File: src/rtl/tc_pkg.sv
package tc_pkg;
  localparam logic [7:0] A_START  = 8'h00;
  localparam logic [7:0] A_STOP   = 8'h04;
  localparam logic [7:0] A_COUNT  = 8'h08;
  localparam logic [7:0] A_CLEAR  = 8'h0C;
  localparam logic [7:0] A_CAP    = 8'h10;
  localparam logic [7:0] A_EVENT  = 8'h40;
  localparam logic [7:0] A_SHORTS = 8'h80;
  localparam logic [7:0] A_IEN_S  = 8'h84;
  localparam logic [7:0] A_IEN_C  = 8'h88;
  localparam logic [7:0] A_MODE   = 8'h8C;
  localparam logic [7:0] A_WIDTH  = 8'h90;
  localparam logic [7:0] A_PSC    = 8'h94;
  localparam logic [7:0] A_CC     = 8'hA0;

  typedef enum logic {MODE_TIMER = 1'b0, MODE_COUNTER = 1'b1} tc_mode_e;

  function automatic logic [31:0] width_mask(input logic [1:0] code);
    case (code)
      2'd0:    width_mask = 32'h0000_FFFF;
      2'd1:    width_mask = 32'h0000_00FF;
      2'd2:    width_mask = 32'h00FF_FFFF;
      default: width_mask = 32'hFFFF_FFFF;
    endcase
  endfunction
endpackage

File: src/rtl/tc_prescaler.sv
module tc_prescaler #(
  parameter int PSC_W = 4,
  localparam int DIV_W = (2 ** PSC_W) - 1
) (
  input  logic             clk_i,
  input  logic             rst_ni,
  input  logic             run_i,
  input  logic             base_tick_i,
  input  logic             clr_i,
  input  logic [PSC_W-1:0] psc_i,
  output logic             tick_o
);
  logic [DIV_W-1:0] div_q, mask;

  assign mask   = (DIV_W'(1) << psc_i) - DIV_W'(1);
  assign tick_o = run_i && base_tick_i && ((div_q & mask) == mask);

  always_ff @(posedge clk_i or negedge rst_ni) begin
    if (!rst_ni)                   div_q <= '0;
    else if (clr_i)                div_q <= '0;
    else if (run_i && base_tick_i) div_q <= div_q + DIV_W'(1);
  end

  assert_tick_needs_base_R2: assert property (@(posedge clk_i) disable iff (!rst_ni)
    tick_o |-> (run_i && base_tick_i));
endmodule

File: src/rtl/tc_channel.sv
module tc_channel #(
  parameter int CW = 32
) (
  input  logic          clk_i,
  input  logic          rst_ni,
  input  logic [CW-1:0] wmask_i,
  input  logic          cc_we_i,
  input  logic [CW-1:0] cc_wdata_i,
  input  logic          cap_i,
  input  logic [CW-1:0] cnt_i,
  input  logic [CW-1:0] nxt_i,
  input  logic          inc_i,
  input  logic          ev_clr_i,
  output logic          match_o,
  output logic          ev_o,
  output logic [CW-1:0] cc_o
);
  logic [CW-1:0] cc_q;
  logic          ev_q;

  assign match_o = inc_i && (nxt_i == cc_q);
  assign ev_o    = ev_q;
  assign cc_o    = cc_q;

  always_ff @(posedge clk_i or negedge rst_ni) begin
    if (!rst_ni) begin
      cc_q <= '0;
      ev_q <= 1'b0;
    end else begin
      if (cap_i)        cc_q <= cnt_i;
      else if (cc_we_i) cc_q <= cc_wdata_i & wmask_i;
      if (match_o)       ev_q <= 1'b1;
      else if (ev_clr_i) ev_q <= 1'b0;
    end
  end

  assert_ev_sticky_R5: assert property (@(posedge clk_i) disable iff (!rst_ni)
    (ev_q && !ev_clr_i) |=> ev_q);
  assert_ev_set_wins_R5: assert property (@(posedge clk_i) disable iff (!rst_ni)
    match_o |=> ev_q);
  assert_cc_masked_R1: assert property (@(posedge clk_i) disable iff (!rst_ni)
    (cc_we_i && !cap_i) |=> ((cc_q & ~$past(wmask_i)) == '0));
  assert_cap_value_R9: assert property (@(posedge clk_i) disable iff (!rst_ni)
    cap_i |=> (cc_q == $past(cnt_i)));
endmodule

File: src/rtl/tc_top.sv
module tc_top
  import tc_pkg::*;
#(
  parameter int NCH   = 4,
  parameter int PSC_W = 4,
  parameter int DW    = 32,
  parameter int AW    = 8
) (
  input  logic          clk_i,
  input  logic          rst_ni,
  input  logic          base_tick_i,
  input  logic          we_i,
  input  logic [AW-1:0] addr_i,
  input  logic [DW-1:0] wdata_i,
  output logic [DW-1:0] rdata_o,
  output logic          irq_o
);
  localparam int IEN_LSB = 16;
  localparam int STOP_LSB = 8;

  logic [DW-1:0]    cnt_q, nxt, wmask;
  logic             run_q;
  tc_mode_e         mode_q;
  logic [1:0]       width_q;
  logic [PSC_W-1:0] psc_q;
  logic [NCH-1:0]   sc_clr_q, sc_stop_q, ien_q;
  logic [NCH-1:0]   hit, ev, cap_t, cc_we, ev_clr;
  logic [DW-1:0]    cc [NCH];
  logic             wr_one, start_t, stop_t, count_t, clear_t, tick, inc;

  assign wr_one  = we_i && (wdata_i == DW'(1));
  assign start_t = wr_one && (addr_i == A_START) && (mode_q == MODE_TIMER);
  assign stop_t  = wr_one && (addr_i == A_STOP);
  assign count_t = wr_one && (addr_i == A_COUNT) && (mode_q == MODE_COUNTER);
  assign clear_t = wr_one && (addr_i == A_CLEAR);
  assign wmask   = width_mask(width_q);
  assign nxt     = (cnt_q + DW'(1)) & wmask;
  assign inc     = tick || count_t;
  assign irq_o   = |(ev & ien_q);

  tc_prescaler #(.PSC_W(PSC_W)) i_psc (
    .clk_i, .rst_ni,
    .run_i(run_q && (mode_q == MODE_TIMER)),
    .base_tick_i, .clr_i(clear_t), .psc_i(psc_q), .tick_o(tick)
  );

  for (genvar i = 0; i < NCH; i++) begin : g_ch
    assign cap_t[i]  = wr_one && (addr_i == AW'(A_CAP + 4 * i));
    assign cc_we[i]  = we_i && (addr_i == AW'(A_CC + 4 * i));
    assign ev_clr[i] = we_i && (wdata_i == '0) && (addr_i == AW'(A_EVENT + 4 * i));
    tc_channel #(.CW(DW)) i_ch (
      .clk_i, .rst_ni, .wmask_i(wmask),
      .cc_we_i(cc_we[i]), .cc_wdata_i(wdata_i), .cap_i(cap_t[i]),
      .cnt_i(cnt_q), .nxt_i(nxt), .inc_i(inc), .ev_clr_i(ev_clr[i]),
      .match_o(hit[i]), .ev_o(ev[i]), .cc_o(cc[i])
    );
  end

  always_ff @(posedge clk_i or negedge rst_ni) begin
    if (!rst_ni) begin
      cnt_q <= '0; run_q <= 1'b0; mode_q <= MODE_TIMER;
      width_q <= '0; psc_q <= '0;
      sc_clr_q <= '0; sc_stop_q <= '0; ien_q <= '0;
    end else begin
      if (clear_t)                  cnt_q <= '0;
      else if (inc && |(hit & sc_clr_q)) cnt_q <= '0;
      else if (inc)                 cnt_q <= nxt;

      if (stop_t)                          run_q <= 1'b0;
      else if (inc && |(hit & sc_stop_q))  run_q <= 1'b0;
      else if (start_t)                    run_q <= 1'b1;

      if (we_i) begin
        case (addr_i)
          A_SHORTS: begin
            sc_clr_q  <= wdata_i[NCH-1:0];
            sc_stop_q <= wdata_i[STOP_LSB +: NCH];
          end
          A_IEN_S: ien_q  <= ien_q | wdata_i[IEN_LSB +: NCH];
          A_IEN_C: ien_q  <= ien_q & ~wdata_i[IEN_LSB +: NCH];
          A_MODE:  mode_q <= tc_mode_e'(wdata_i[0]);
          A_WIDTH: width_q <= wdata_i[1:0];
          A_PSC:   psc_q  <= wdata_i[PSC_W-1:0];
          default: ;
        endcase
      end
    end
  end

  always_comb begin
    rdata_o = '0;
    case (addr_i)
      A_SHORTS: begin
        rdata_o[NCH-1:0]          = sc_clr_q;
        rdata_o[STOP_LSB +: NCH]  = sc_stop_q;
      end
      A_IEN_S, A_IEN_C: rdata_o[IEN_LSB +: NCH] = ien_q;
      A_MODE:  rdata_o[0]   = mode_q;
      A_WIDTH: rdata_o[1:0] = width_q;
      A_PSC:   rdata_o[PSC_W-1:0] = psc_q;
      default: ;
    endcase
    for (int i = 0; i < NCH; i++) begin
      if (addr_i == AW'(A_EVENT + 4 * i)) rdata_o = {{(DW-1){1'b0}}, ev[i]};
      if (addr_i == AW'(A_CC + 4 * i))    rdata_o = cc[i];
    end
  end

  assert_clear_zero_R10: assert property (@(posedge clk_i) disable iff (!rst_ni)
    clear_t |=> (cnt_q == '0));
  assert_short_clear_R6: assert property (@(posedge clk_i) disable iff (!rst_ni)
    (inc && |(hit & sc_clr_q)) |=> (cnt_q == '0));
  assert_short_stop_R7: assert property (@(posedge clk_i) disable iff (!rst_ni)
    (inc && |(hit & sc_stop_q)) |=> !run_q);
  assert_idle_hold_R3: assert property (@(posedge clk_i) disable iff (!rst_ni)
    (!run_q && (mode_q == MODE_TIMER) && !clear_t) |=> $stable(cnt_q));
  assert_in_range_R1: assert property (@(posedge clk_i) disable iff (!rst_ni)
    inc |=> ((cnt_q & ~$past(wmask)) == '0));
endmodule

File: config.mk
export PLATFORM = sky130hd
export DESIGN_NAME = tc_top
export DESIGN_NICKNAME = d
export VERILOG_FILES = /design/src/rtl/tc_pkg.sv /design/src/rtl/tc_prescaler.sv /design/src/rtl/tc_channel.sv /design/src/rtl/tc_top.sv
export SDC_FILE = /design/constraint.sdc
export NUM_CORES = 1
export LEC_CHECK = 0
export BUFFER_PORTS_ARGS = -buffer_cell sky130_fd_sc_hd__buf_2
export CAP_MARGIN = 30
export CORE_MARGIN = 4
export CORE_UTILIZATION = 40
export CTS_CLUSTER_SIZE = 16
export DETAILED_ROUTE_END_ITERATION = 6
export SYNTH_ARGS = -nofsm -noshare
export SYNTH_HDL_FRONTEND = slang
export SYNTH_SLANG_ARGS = --single-unit
File: constraint.sdc
create_clock -name clk_i -period 4.05 [get_ports clk_i]
set_input_delay 0 -clock clk_i [delete_from_list [all_inputs] [get_ports clk_i]]
set_output_delay 0 -clock clk_i [all_outputs]
set_load 0.05 [all_outputs]
==> flow_metrics.env, run 1 <==
export IMPL_worstReg2RegEnd="run_q"
export IMPL_total_power_uw=4337
export IMPL_drive_gt1_share_pct=15.10
export IMPL_antenna_found_initial=0
export IMPL_coreArea_um2=33450
export IMPL_synth_area_um2=13530
export IMPL_synth_net_count=1767
export IMPL_fin_skew_ns=0.01197
export IMPL_slew_headroom_pct=38.57
export IMPL_wl_per_cell_um=23.79
export IMPL_drt_total_wl_um=53840
export IMPL_startpoint="cnt_q[1]"
export IMPL_synth_area_leaders="dfrtp_1 (37%), nand2_1 (8.4%), a22oi_1 (5.2%), o21ai_0 (5.1%), a21oi_1 (4.7%)"
export IMPL_grt_pass1_wl_um=82790
export IMPL_synth_avg_cell_area_um2=7.864
export IMPL_crit_chain="buf_4 > nand3_1 > or4_1 > buf_4 > o311a_1 > or3_1 > a2111oi_1 > and3_1 > nand3_1 > or4_1 > o211a_1"
export IMPL_h_tree_depth=4
export IMPL_cts_inserted_buffers=17
export IMPL_synth_xor_area_share_pct=8.196
export IMPL_cp_end_kind="register"
export IMPL_yosys_warnings=0
export IMPL_synth_top_family_by_area="simple AND/OR/NAND/NOR gates"
export IMPL_hold_viol=0
export IMPL_fmax_mhz=257.8
export IMPL_crit_path_top_delay_cell="or4_1"
export IMPL_tightest_slew_ns=0.9087
export IMPL_ctsLongestPathBuffers=2
export IMPL_portBuffers=76
export IMPL_crit_fanout=14
export IMPL_reg2regPathDepth=11
export IMPL_fp_dieW_um=191.9
export IMPL_gr_usage_all_layers_pct=29.44
export IMPL_grt_start_max_net_pins=98
export IMPL_cts_tree="built"
export IMPL_synth_cell_types=77
export IMPL_status="complete, no violations"
export IMPL_critPathCapture="run_q"
export IMPL_required_ns=4.41
export IMPL_clk_pin_slew_worst_paths_ns=0.08
export IMPL_drc=0
export IMPL_synth_compound_area_share_pct=22.91
export IMPL_rows=67
export IMPL_yosysMostFrequentCell="nand2_1"
export IMPL_postLayoutCellArea_um2=15780
export IMPL_yosysTopAreaCell="dfrtp_1"
export IMPL_muxShareOfSynthArea_pct=1.924
export IMPL_p_leak_uw=0.006625
export IMPL_cts_root_buf="clkbuf_16"
export IMPL_hold_depth=5
export IMPL_worst_path_largest_cell_delay_ns=0.56
export IMPL_vias_per_cell=6.115
export IMPL_synth_flop_cell="dfrtp_1"
export IMPL_setup_tns_ns=0
export IMPL_crit_type="reg -> reg"
export IMPL_start_util_pct=40.44
export IMPL_grt_pass1_vias=13400
export IMPL_synth_edf_count=0
export IMPL_die_y_um=191.9
export IMPL_fin_ws_ns=0.1709
export IMPL_ys_top_cells_by_count="nand2_1 (303), dfrtp_1 (199), nor2_1 (165)"
export IMPL_ant_nets=0
export IMPL_gp_congestion=1.014
export IMPL_drt_iter0_markers=1453
export IMPL_min_period_ns=3.879
export IMPL_cap_violations=0
export IMPL_yosys_area_top_type_share_pct=36.82
export IMPL_clk_latency_ns=0.46
export IMPL_via_count=13840
export IMPL_yosys_area_share_simple_pct=25.08
export IMPL_maxSlewViolCount=0
export IMPL_fin_nets=1849
export IMPL_ys_ff_latch=199
export IMPL_dieArea_um2=36820
export IMPL_synth_seq_area_share_pct=36.82
export IMPL_hp_class="in -> reg"
export IMPL_start_kind="register"
export IMPL_netlist_instances=1720
export IMPL_area_delta_synth_final_pct=16.66
export IMPL_synth_fa_ha_area_share_pct=0.2775
export IMPL_pin_count=77
export IMPL_drtPass1Iterations=6
export IMPL_placed_area_um2=14900
export IMPL_hold_start="wdata_i[14]"
export IMPL_power_density_nw_per_um2=274.9
export IMPL_cts_sinks=199
export IMPL_ir_drop_v=0.0003282
export IMPL_reg2reg_slack_ns=0.17
export IMPL_r2r_start="cnt_q[1]"
export IMPL_cts_setup_buffers=0
export IMPL_async_flop_share_pct=100.0
export IMPL_worstPathArrival_ns=4.24
export IMPL_rsz0062_at_grt="false"
export IMPL_period_share_pct=95.78
export IMPL_grt_ovfl_total=0
export IMPL_place_ws_ns=0.1133
export IMPL_setup_viol=0
export IMPL_diodes=0
export IMPL_dp_hpwl_um=39670
[per-layer routing]
metal,global-route usage [%],share of wire [%],up-vias
met1,40.54,43,6781
met3,5.598,7.7,113
met4,12.24,4.0,0
met2,45.53,45,634
li1,-,-,6311
met5,0,0,-
[flip-flops by register name, indices dropped and copies added (netlist names), named ones only]
name and cells:
g_ch.i_ch.cc_o 128, cnt_q 32, i_psc.div_q 15, g_ch.i_ch.ev_o 4
psc_q 4, sc_clr_q 4, sc_stop_q 4, width_q 2
mode_q 1, run_q 1
[power breakdown]
group | switching (µW) | leakage [µW] | internal (µW)
combinational | 207 | 0.00355 | 122
sequential | 55.2 | 0.00277 | 2020
clock | 848 | 0.000311 | 1080
[worst min-delay path by stage]
stage                            endpoint  slack, ns
floorplan                       async pin      -0.30
global placement    g_ch[1].i_ch.cc_o[24]       0.04
detailed placement  g_ch[3].i_ch.cc_o[24]       0.05
CTS                 g_ch[2].i_ch.cc_o[14]      0.002
global route        g_ch[1].i_ch.cc_o[26]       0.05
finish              g_ch[2].i_ch.cc_o[14]       0.02
[stage by stage]
stage	cells	util, %	hold WS (ns)
finish	2263	47.17	0.02186
global route	2263	47.17	0.05484
CTS	2263	47.00	0.002143
detailed placement	2214	44.56	0.04695
global placement	2212	44.48	0.04257
floorplan	1720	-	-0.2956
[critical path: cells and delay by family, from the launching register on]
| family | cells | cell delay, ns |
|---|---|---|
| and+or+nand+nor | 6 | 1.87 |
| buffers and inverters | 2 | 0.37 |
| AOI/OAI and AO/OA | 3 | 1.16 |
| DFF | 1 | 0.35 |
[final cells by class]
class                           instances  area, µm²
Clock buffer                           20      456.7
Clock inverter                         12      188.9
Fill cell                            3264      17670
Inverter                               24      90.09
Multi-Input combinational cell       1356       8035
Sequential cell                       199       4980
Tap cell                              448      560.5
Timing Repair Buffer                  204       1468
[cell usage in the layout, fill, tap and decap left out, types with 6 or more instances in the layout]
cell type	count
nand2_1	298
dfrtp_1	199
nor2_1	156
o21ai_0	138
a21oi_1	127
buf_4	105
a22oi_1	94
buf_2	75
xnor2_1	64
xor2_1	58
nand3_1	41
nor4_1	36
nand4_1	33
inv_1	24
nand2b_1	22
o21ai_1	21
and3_1	18
nor3_1	17
clkbuf_16	17
dlygate4sd3_1	17
mux2_2	16
and4_1	14
and2_1	12
a222oi_1	11
o211ai_1	11
nor2b_1	8
nor2_4	8
or3_1	8
or4_1	8
mux2i_1	7
nor4b_1	6
o2111ai_1	6
buf_12	6
[timing repair]
action | in CTS | in global routing
setup endpoints to repair | 0 | 32
hold endpoints to repair | 114 | 0
hold buffers | 17 | 0
resized for setup | 0 | 16
[kinds of logic after synthesis]
family	count (synthesis)
and+or+nand+nor	720
AOI/OAI and AO/OA	484
DFF	199
buffers and inverters	165
xor gates and xnor gates	125
muxes	24
adders and majority gates	3
Note: power is estimated with default switching activity, not from simulation.
==> inputs of run 2 (changes only) <==
CELL_PAD_IN_SITES_DETAIL_PLACEMENT = 1   (was not set)
CELL_PAD_IN_SITES_GLOBAL_PLACEMENT = 1   (was not set)
GPL_TIMING_DRIVEN = 1   (was not set)
PLACE_DENSITY_LB_ADDON = 0.1   (was not set)
SYNTH_HIERARCHICAL = 1   (was not set)
==> flow_metrics.env, run 2 <==
export IMPL_crit_top_cell="buf_4"
export IMPL_via_count=12940
export IMPL_crit_fanout=8
export IMPL_fin_nets=1734
export IMPL_clk_pin_slew_worst_paths_ns=0.08
export IMPL_cts_sinks=199
export IMPL_yosysMostFrequentCell="dfrtp_1"
export IMPL_muxShareOfSynthArea_pct=1.612
export IMPL_drive_gt1_share_pct=18.18
export IMPL_instances_no_fill=2135
export IMPL_h_tree_depth=4
export IMPL_power_density_nw_per_um2=339.5
export IMPL_cts_root_buf="clkbuf_16"
export IMPL_reg2regPathDepth=17
export IMPL_synth_avg_cell_area_um2=8.601
export IMPL_synth_area_leaders="dfrtp_1 (38%), xor2_1 (7.7%), nor2b_1 (6.4%), a31oi_1 (6.2%), o21ai_0 (5.5%)"
export IMPL_mostFrequentLayoutCells="dfrtp_1 (199), nand2_1 (182), o21ai_0 (139)"
export IMPL_synth_seq_area_share_pct=38.19
export IMPL_maxSlewViolCount=0
export IMPL_hp_class="in -> reg"
export IMPL_clk_latency_ns=0.46
export IMPL_wl_per_cell_um=24.73
export IMPL_hold_viol=0
export IMPL_required_ns=4.40
export IMPL_worstReg2RegEnd="cnt_q[22]"
export IMPL_grt_pass1_vias=13120
export IMPL_yosys_area_top_type_share_pct=38.19
export IMPL_yosys_area_share_simple_pct=23.63
export IMPL_min_to="width_q[1]"
export IMPL_yosys_warnings=6
export IMPL_synth_edf_count=0
export IMPL_dieArea_um2=35550
export IMPL_hold_depth=3
export IMPL_status="complete, no violations"
export IMPL_start_util_pct=40.90
export IMPL_dp_hpwl_um=36500
export IMPL_gr_usage_all_layers_pct=29.24
export IMPL_reg2reg_slack_ns=0.07
export IMPL_crit_path_top_delay_cell="or4_4"
export IMPL_tightest_slew_ns=0.8899
export IMPL_drt_total_wl_um=52810
export IMPL_placed_cells=2057
export IMPL_pin_count=77
export IMPL_cap_violations=0
export IMPL_ys_ff_latch=199
export IMPL_cts_inserted_buffers=17
export IMPL_ys_top_cells_by_count="dfrtp_1 (199), nand2_1 (185), o21ai_0 (142)"
export IMPL_die_y_um=188.5
export IMPL_cts_tree="built"
export IMPL_diodes=0
export IMPL_cp_end_kind="register"
export IMPL_async_flop_share_pct=100.0
export IMPL_fp_dieW_um=188.5
export IMPL_yosysTopAreaCell="dfrtp_1"
export IMPL_start_kind="register"
export IMPL_vias_per_cell=6.060
export IMPL_coreArea_um2=31880
export IMPL_rsz0062_at_grt="true"
export IMPL_fmax_mhz=251.0
export IMPL_worstPathArrival_ns=4.33
export IMPL_synth_top_family_by_area="simple AND/OR/NAND/NOR gates"
export IMPL_drtPass1Iterations=5
export IMPL_largest_reg_flops=128
export IMPL_synth_flop_cell="dfrtp_1"
export IMPL_ant_nets=0
export IMPL_rows=65
export IMPL_gp_congestion=0.8995
export IMPL_portBuffers=76
export IMPL_crit_chain="nand3_2 > or4_4 > buf_4 > or3_1 > xor2_1 > nor2_1 > buf_4 > xor2_1 > nor4_1 > buf_4 > nand4_1 > nor4_4 > a22oi_2 > nand2_2 > nor2_4 > buf_6 > a31o_2"
export IMPL_ir_drop_v=0.0003373
export IMPL_ctsLongestPathBuffers=2
export IMPL_synth_fa_ha_area_share_pct=0.2879
export IMPL_antenna_found_initial=0
export IMPL_r2r_start="cnt_q[1]"
export IMPL_worst_path_largest_cell_delay_ns=0.59
export IMPL_total_power_uw=5387
export IMPL_grt_ovfl_total=0
export IMPL_synth_cell_types=72
export IMPL_synth_area_um2=13040
export IMPL_setup_viol=0
export IMPL_grt_pass1_wl_um=81520
export IMPL_nFillCells=3775
export IMPL_final_common_cell="dfrtp_1"
export IMPL_synth_xor_area_share_pct=10.48
export IMPL_slew_headroom_pct=40.68
export IMPL_fin_skew_ns=0.01157
export IMPL_grt_start_max_net_pins=86
export IMPL_crit_type="reg -> reg"
export IMPL_drc=0
export IMPL_p_leak_uw=0.007295
export IMPL_min_period_ns=3.984
export IMPL_area_delta_synth_final_pct=21.69
export IMPL_hold_start="we_i"
export IMPL_netlist_instances=1516
export IMPL_drt_iter0_markers=1113
export IMPL_synth_compound_area_share_pct=21.93
export IMPL_period_share_pct=98.38
[run 2: area by class of cell]
cell class | instances | area, µm² | area share [%]
multi-input combinational | 1228 | 7974 | 50.26
sequential | 199 | 4980 | 31.39
timing repair buffer | 218 | 1638 | 10.32
tap | 435 | 544.3 | 3.430
clock buffer | 23 | 508.0 | 3.202
clock inverter | 9 | 136.4 | 0.8596
inverter | 23 | 86.33 | 0.5441
[run 2: repair_timing]
action                     CTS  global route
setup endpoints to repair   28            32
cloned                       0             1
resized for setup            5            43
pin swaps                    1            19
hold endpoints to repair   189             0
buffers inserted             0            11
hold buffers                34             0
[run 2: through the flow]
step           cell area [µm²]  hold WS, ns  worst slack (ns)  setup TNS [ns]  util (%)
2_1_floorplan            13160      -0.2956           0.05894               0         -
3_3_place_gp             14540      0.03637          -0.06320         -0.8896     45.62
3_5_place_dp             14560      0.03681           -0.1080          -1.892     45.67
4_1_cts                  15570      0.02866         0.0002878               0     48.83
5_1_grt                  15870      0.05088          -0.06350         -0.8242     49.77
6_report                 15870      0.04572           0.06578               0     49.77
[run 2: critical path: cells and delay by family (launching register included)]
family	cells	cell delay (ns)
and+or+nand+nor	9	2.09
buffers and inverters	4	0.67
DFF	1	0.41
AOI/OAI and AO/OA	2	0.38
xor gates and xnor gates	2	0.29
[run 2: per-layer routing]
layer / wire length, µm / vias to the layer above / GRT usage, %
met5: 0 / - / 0
met4: 1129 / 0 / 6.754
met3: 2788 / 63 / 4.594
met2: 24770 / 408 / 47.56
met1: 24120 / 6618 / 41.28
li1: - / 5850 / -
[run 2: cells by family after synthesis]
family                   after synthesis
AND/OR/NAND/NOR                      574
AO/OA/AOI/OAI                        443
flip-flops                           199
XOR/XNOR                             156
buffers and inverters                121
multiplexers                          19
adder cells (fa/ha/maj)                3
other                                  1
[run 2: worst max path at each step]
stage | endpoint | cells past startpoint | from | slack [ns]
finish | cnt_q[22] | 17 | cnt_q[1] | 0.07
global route | cnt_q[8] | 16 | cnt_q[1] | -0.06
CTS | cnt_q[22] | 15 | cnt_q[3] | 0.0003
detailed placement | cnt_q[22] | 15 | cnt_q[3] | -0.11
global placement | cnt_q[29] | 15 | cnt_q[4] | -0.06
floorplan | cnt_q[21] | 16 | cnt_q[0] | 0.06
[run 2: report_power, final]
part	leakage, µW	switching [µW]	internal [µW]	total, µW
combinational	0.00424	778	458	1240
clock	0.000318	843	1080	1920
sequential	0.00274	137	2090	2230
